## src/rtl/sysdiv_pkg.sv

```systemverilog
package sysdiv_pkg;

    localparam int SEL_W     = 2;
    localparam int BASE_LOG2 = 2;
    localparam int ADDR_W    = 8;
    localparam int DATA_W    = 8;
    localparam logic [ADDR_W-1:0] SEL_ADDR = 8'h28;
    localparam int CNT_W     = BASE_LOG2 + (1 << SEL_W) - 1;

    typedef enum logic [1:0] {
        PM_ACTIVE = 2'b00,
        PM_SUBACT = 2'b01,
        PM_WATCH  = 2'b10,
        PM_STOP   = 2'b11
    } pmode_e;

    typedef logic [SEL_W-1:0] divsel_t;
    typedef logic [CNT_W-1:0] divcnt_t;

    typedef struct packed {
        logic    load;
        divsel_t sel;
    } ratio_upd_t;

    function automatic divcnt_t terminal_count(divsel_t s);
        int r;
        r = (1 << (BASE_LOG2 + int'(s))) - 1;
        return r[CNT_W-1:0];
    endfunction

endpackage

```

## src/rtl/sysdiv_regport.sv

```systemverilog
module sysdiv_regport
    import sysdiv_pkg::*;
(
    input  logic              clk,
    input  logic              rst,
    input  logic              wr_en,
    input  logic [ADDR_W-1:0] wr_addr,
    input  logic [DATA_W-1:0] wr_data,
    input  pmode_e            mode,
    output divsel_t           pend_o
);
    logic    hit;
    divsel_t pend_q;

    assign hit = wr_en && (wr_addr == SEL_ADDR);

    always_ff @(posedge clk) begin
        if (rst) begin
            pend_q <= '0;
        end else if (mode == PM_STOP) begin
            pend_q <= '0;
        end else if (hit) begin
            pend_q <= wr_data[SEL_W-1:0];
        end
    end

    assign pend_o = pend_q;


    stop_clear_chk: assert property (@(posedge clk) disable iff (rst)
        (mode == PM_STOP) |=> (pend_q == '0));


    pend_source_chk: assert property (@(posedge clk) disable iff (rst)
        (pend_q != $past(pend_q)) |-> ($past(hit) || $past(mode) == PM_STOP));

endmodule

```

## src/rtl/sysdiv_apply.sv

```systemverilog
module sysdiv_apply
    import sysdiv_pkg::*;
(
    input  logic       clk,
    input  logic       rst,
    input  pmode_e     mode,
    input  divsel_t    pend,
    output ratio_upd_t upd_o,
    output divsel_t    eff_o
);
    pmode_e  prev_q;
    divsel_t eff_q;
    logic    load;

    assign load = (mode == PM_ACTIVE) &&
                  ((prev_q == PM_WATCH) || (prev_q == PM_SUBACT));

    always_ff @(posedge clk) begin
        if (rst) begin
            prev_q <= PM_ACTIVE;
            eff_q  <= '0;
        end else begin
            prev_q <= mode;
            if (load) begin
                eff_q <= pend;
            end
        end
    end

    assign upd_o.load = load;
    assign upd_o.sel  = pend;
    assign eff_o      = eff_q;


    eff_change_chk: assert property (@(posedge clk) disable iff (rst)
        (eff_q != $past(eff_q)) |->
            ($past(mode) == PM_ACTIVE && $past(prev_q) != PM_ACTIVE
             && $past(prev_q) != PM_STOP));

endmodule

```

## src/rtl/sysdiv_counter.sv

```systemverilog
module sysdiv_counter
    import sysdiv_pkg::*;
(
    input  logic       clk,
    input  logic       rst,
    input  pmode_e     mode,
    input  ratio_upd_t upd,
    input  divsel_t    eff,
    output logic       tick_o
);
    divcnt_t cnt_q;
    logic    tick_q;
    logic    hold;

    assign hold = (mode != PM_ACTIVE) || upd.load;

    always_ff @(posedge clk) begin
        if (rst || hold) begin
            cnt_q  <= '0;
            tick_q <= 1'b0;
        end else if (cnt_q == terminal_count(eff)) begin
            cnt_q  <= '0;
            tick_q <= 1'b1;
        end else begin
            cnt_q  <= cnt_q + 1'b1;
            tick_q <= 1'b0;
        end
    end

    assign tick_o = tick_q && (mode == PM_ACTIVE);


    idle_zero_chk: assert property (@(posedge clk) disable iff (rst)
        (mode != PM_ACTIVE) |=> (cnt_q == '0 && !tick_q));


    reload_restart_chk: assert property (@(posedge clk) disable iff (rst)
        upd.load |=> (cnt_q == '0 && !tick_q));


    pulse_width_chk: assert property (@(posedge clk) disable iff (rst)
        tick_q |=> !tick_q);

endmodule

```

## src/rtl/sysclk_div_defer.sv

```systemverilog
module sysclk_div_defer
    import sysdiv_pkg::*;
(
    input  logic              clk,
    input  logic              rst,
    input  logic              wr_en,
    input  logic [ADDR_W-1:0] wr_addr,
    input  logic [DATA_W-1:0] wr_data,
    input  logic [1:0]        pmode,
    output logic              cyc_en
);
    pmode_e     mode;
    divsel_t    pend;
    divsel_t    eff;
    ratio_upd_t upd;

    assign mode = pmode_e'(pmode);

    sysdiv_regport u_regport (
        .clk     (clk),
        .rst     (rst),
        .wr_en   (wr_en),
        .wr_addr (wr_addr),
        .wr_data (wr_data),
        .mode    (mode),
        .pend_o  (pend)
    );

    sysdiv_apply u_apply (
        .clk   (clk),
        .rst   (rst),
        .mode  (mode),
        .pend  (pend),
        .upd_o (upd),
        .eff_o (eff)
    );

    sysdiv_counter u_counter (
        .clk    (clk),
        .rst    (rst),
        .mode   (mode),
        .upd    (upd),
        .eff    (eff),
        .tick_o (cyc_en)
    );

endmodule

```

## config.mk

```make
export PLATFORM = sky130hd
export DESIGN_NAME = sysclk_div_defer
export DESIGN_NICKNAME = d
export VERILOG_FILES = /design/src/rtl/sysdiv_pkg.sv /design/src/rtl/sysdiv_regport.sv /design/src/rtl/sysdiv_apply.sv /design/src/rtl/sysdiv_counter.sv /design/src/rtl/sysclk_div_defer.sv
export SDC_FILE = /design/constraint.sdc
export NUM_CORES = 1
export LEC_CHECK = 0
export BUFFER_PORTS_ARGS = -buffer_cell sky130_fd_sc_hd__clkbuf_2
export CORE_MARGIN = 3
export CORE_UTILIZATION = 39
export CTS_CLUSTER_SIZE = 30
export DETAILED_ROUTE_END_ITERATION = 6
export PLACE_DENSITY = 0.67
export SETUP_SLACK_MARGIN = 0.05
export SYNTH_ARGS = -nofsm -noshare
export SYNTH_HDL_FRONTEND = slang
export SYNTH_SLANG_ARGS = --single-unit
```

## constraint.sdc

```tcl
create_clock -name clk -period 2.3 [get_ports clk]
set_input_delay 0.46 -clock clk [delete_from_list [all_inputs] [get_ports clk]]
set_output_delay 0.46 -clock clk [all_outputs]
set_load 0.05 [all_outputs]
```

### Word-level counts from Yosys, hierarchy flattened

Cells that the tools add are included.

| word-level totals | value |
|---|---|
| bits in writable memories | 0 |
| bits in latches | 0 |
| bits in read-only memories | 0 |
| input port bits | 21 |
| bits in registers | 12 |
| logic and storage cells | 25 |
| memories | 0 |
| output and inout bits | 1 |

| cells by class | value |
|---|---|
| $add $sub $neg | 3 |
| magnitude comparators | 0 |
| shift-type cells | 1 |
| divide/modulo/power cells | 0 |
| equal/unequal tests | 5 |
| reductions and logical operators | 10 |
| muxes and demuxes | 1 |
| bitwise gates (word level) | 0 |
| multiply operators | 0 |

Operators with widths:

| kind | count |
|---|---|
| 1-bit by 32-bit left shift with 5-bit output, first input constant | 1 |
| 8-bit by 6-bit == test with 1-bit output, second input constant | 1 |
| 5-bit by 1-bit adder with 5-bit output, second input constant | 1 |
| 5-bit == test | 1 |
| 5-bit by 2-bit subtractor with 5-bit output, second input constant | 1 |
| 2-bit == test, second input constant | 2 |
| 2-bit OR reduction | 2 |
| 2-bit by 2-bit adder with 3-bit output, first input constant | 1 |
| 1-bit logical AND | 3 |
| 1-bit logical OR | 3 |
| 2-bit by 1-bit == test with 1-bit output, second input constant | 1 |
| 2-bit zero test | 1 |
| 2-bit nonzero test | 1 |
| 1-bit two-way mux | 1 |

### Depth between registers and ports, before layout

| depth | value |
|---|---|
| word-level depth | 6 |
| depth in mapped cells | 4 |
| mapped depth without buffers | 4 |

### Cells and area by module

Synthesis repeated with hierarchy kept, for this count alone.

| second synthesis, totals | value |
|---|---|
| cells, all modules | 58 |
| area total of the unflattened synthesis | 594.3 µm² |

By module, submodules not included:

| module | area each (µm²) | cells each | instances | sequential area each (µm²) |
|---|---|---|---|---|
| sysdiv_counter | 295.3 | 29 | 1 | 120.1 |
| sysdiv_apply | 192.7 | 17 | 1 | 80.1 |
| sysdiv_regport | 106.4 | 12 | 1 | 40.0 |

### Worst setup path after synthesis

Ideal clock, no wire load.

| timing | value |
|---|---|
| path kind | reg-to-reg |
| from | reg u_counter.cnt_q[0] |
| to | reg u_counter.cnt_q[2] |
| arrival time | 1405 ps |
| buffers on the path | 0 |
| path slack | 764 ps |
| setup time | 131 ps |
| stages on the path, launching flop included | 5 |
| clock period less this slack | 1536 ps |
| required time | 2169 ps |
| path through | dfxtp_1 -> ha_1 -> or4b_4 -> a211oi_4 -> nor4_1 |

| between the ends | value |
|---|---|
| word-level cells in the longest chain between the ends | 2 |
| elaborated cells on any way between the ends | 3 |
| classes of those cells | add/sub (1); eq/ne (1); reduce/logical (1) |

RTL lines:

| what | line | source |
|---|---|---|
| from (decl) | sysdiv_counter.sv:11 | `divcnt_t cnt_q;` |
| from (signal assigned) | sysdiv_counter.sv:25 | `cnt_q <= cnt_q + 1'b1;` |
| parallel branches: the longest is 2 deep, another holds 5-bit by 1-bit adder with 5-bit output | -- |  |

Several ways; the timed one is not identified.
A chain may end at the register's enable or synchronous reset.

### Final worst setup path

| timing | value |
|---|---|
| from | reg u_counter.cnt_q[0] |
| to | reg u_counter.cnt_q[3] |

The elaborated chain is that of the path after synthesis.

==> results.py <==
metrics = {
    "global_routing": {
        "first_global_vias": 431,
        "grt_pass1_wl_um": 1730,
        "grt_max_degree": 8,
        "busiest_layer": "met1",
        "track_usage_pct": 12.1,
        "use_met3_pct": 3.73,
        "met1_usage_pct": 16.6,
        "met2_usage_pct": 16.5,
        "grt_overflow": 0,
        "antenna_found_initial": 0,
    },
    "die": {
        "io_pins": 22,
        "die_h_um": 43.4,
        "std_cell_rows": 12,
        "die_area_sq_um": 1890,
        "start_util_pct": 45.5,
        "die_w_um": 43.4,
        "core_sq_um": 1200,
    },
    "placed_design": {
        "placedCellCount": 84,
        "gp_congestion": 0.761,
        "dpl_cell_area_sq_um": 639,
        "post-place-ws_ns": 0.625,
        "post-dp-hpwl_um": 735,
        "place.port_buffers": 15,
    },
    "layout": {
        "final_cells": 88,
        "fin_nets": 97,
        "drive_gt1_share_pct": 29.7,
        "regArea_sq_um": 240,
        "n_fill_cell": 114,
        "antennaDiodeCount": 0,
        "area.growth.synth_to_final_pct": 23.6,
        "fin_area_sq_um": 676,
        "multi_input_area_sq_um": 307,
    },
    "yosys": {
        "synth_cell_types": 22,
        "synthTopCellsByArea": "dfxtp_1 44%, xor2_1 4.8%, nand3_1 4.6%",
        "synth_seq_cells": 12,
        "synth_cells": 55,
        "synth.yosys.seq_area_share_pct": 43.9,
        "netlist_area_sq_um": 547,
        "ys.flop_type": "dfxtp_1",
        "synth.yosys.warnings": 0,
        "synth_nets": 77,
        "synth-async-reset-ratio_pct": 0,
        "yosysMostFrequentCell": "dfxtp_1",
        "synth_common_cells": "12 x dfxtp_1, 5 x nand2_1, 5 x nand3_1, 4 x nor3_1, 4 x nor4_1",
        "syn_area_per_cell_sq_um": 9.94,
        "synth_top_area_share_pct": 43.9,
        "yosysTopAreaCell": "dfxtp_1",
        "synth-edff-count": 0,
    },
    "timing": {
        "fin_tns_setup_ns": 0,
        "period_share_pct": 73.4,
        "finalHoldViolations": 0,
        "max_freq_mhz": 593,
        "finClkSkew_ns": 0.00197,
        "period_needed_ns": 1.69,
        "rsz0062_at_grt": "false",
        "slew_headroom_pct": 78.7,
        "setup_viol": 0,
        "tightest_slew_ns": 0.318,
        "drv_slew": 0,
        "fin_ws_ns": 0.613,
    },
    "setup_path": {
        "critPathLaunch": "u_counter.cnt_q[0]",
        "crit_type": "flop to flop",
        "ff2ff_setup_slack_ns": 0.61,
        "cp_data_required_time_ns": 2.45,
        "end_kind": "flop",
        "arrival_ns": 1.83,
        "crit_path_start_kind": "flop",
        "path_max_fanout": 6,
        "r2r-start": "u_counter.cnt_q[0]",
    },
    "clocking": {
        "ctsHoldBuffers": 0,
        "cts_root_buf": "clkbuf_4",
        "post_cts_buffers": 0,
        "clk_pin_slew_ns": 0.07,
        "clockBufferDepth": 2,
        "insertion_delay_ns": 0.27,
        "cts_buffers": 3,
        "post_cts_resized": 0,
        "cts.sinks": 12,
        "htreeDepth": 1,
        "cts_tree": "yes",
    },
    "route": {
        "dr.pass1.iters": 3,
        "drc_errors": 0,
        "finalWirelength_um": 948,
        "num_vias": 461,
        "vias_per_cell": 5.24,
        "wire_per_inst_um": 10.8,
        "antenna_left": 0,
        "drt_iter0_markers": 6,
    },
    "pwr": {
        "leakage_nw": 0.285,
        "peakVddDrop_v": 0.000418,
        "p_per_area_nw_per_um2": 595,
    },
    "outcome": {
        "status": "finished clean",
    },
    "flow_run": {
        "drv_cap": 0,
    },
    "min_path": {
        "hold_class": "input pin to flop",
        "min-delay-start": "wr_data[1]",
    },
}
[stage by stage]
stage	utilization (%)	hold WS, ns	power, mW
after floorplan	-	0.431	0.228
after CTS	56.3	0.406	0.410
final	56.3	0.410	0.402
after global placement	53.2	0.452	0.244
after global routing	56.3	0.415	0.424
after detailed placement	53.2	0.454	0.245
[cells in the final DEF, fill, tap and decap left out]
cell,count
o2111a_1,1
or4b_4,1
nand2_1,5
o31ai_1,2
xnor2_1,2
dfxtp_1,12
a211oi_4,1
and2_1,1
nand4_1,1
mux2i_1,2
nor4_1,4
o21ba_1,1
clkbuf_8,1
xor2_1,3
nor2b_1,2
clkbuf_2,15
nand3_1,5
a21oi_1,3
nor2_1,1
clkbuf_4,3
and3_2,1
and4b_1,1
ha_1,1
nor4bb_1,1
nor3_1,4
[flip-flops by register name (all words and copies together) (netlist names)]
name and flops:
u_counter.cnt_q 5, u_apply.prev_q 2, u_apply.eff_o 2, u_regport.pend_o 2, u_counter.tick_q 1
[per-layer routing]
layer	wire length (um)	part of all wire [%]
met5	0	0
met4	19	2.0
met2	386	41
met3	41	4.3
met1	501	53
[worst paths after layout]
check / end / depth (start not counted)
worst max-delay path: u_counter.cnt_q[3] / 4
worst min-delay path: u_regport.pend_o[1] / 3
worst max register to register: u_counter.cnt_q[3] / 4
worst min register to register: u_regport.pend_o[1] / 2
[report_power, final]
group          internal [mW]  switching, mW
combinational         0.0142         0.0128
clock                 0.0962         0.0664
sequential             0.210        0.00209
[cell type report]
type,count,share of cell area [%]
clock buffer,4,5.37
multi-input combinational,43,45.4
sequential,12,35.6
tap,14,2.59
timing repair buffer,15,11.1
[worst max-delay path, cell delays in order (launching register included)]
cell	delay, ns
dfxtp_1	0.36
ha_1	0.27
or4b_4	0.50
a211oi_4	0.32
nor4_1	0.11
[kinds of logic (layout without fill, tap and decap cells)]
logic type	Yosys count	after routing	synth area share, %
AO/OA/AOI/OAI	8	8	13.0
XOR/XNOR	5	5	8.01
adder cells (fa/ha/maj)	1	1	2.29
buffers and inverters	0	19	0
flip-flops	12	12	43.9
multiplexers	2	2	3.66
AND/OR/NAND/NOR	27	27	29.1
Power figures use the tool's default switching activity.
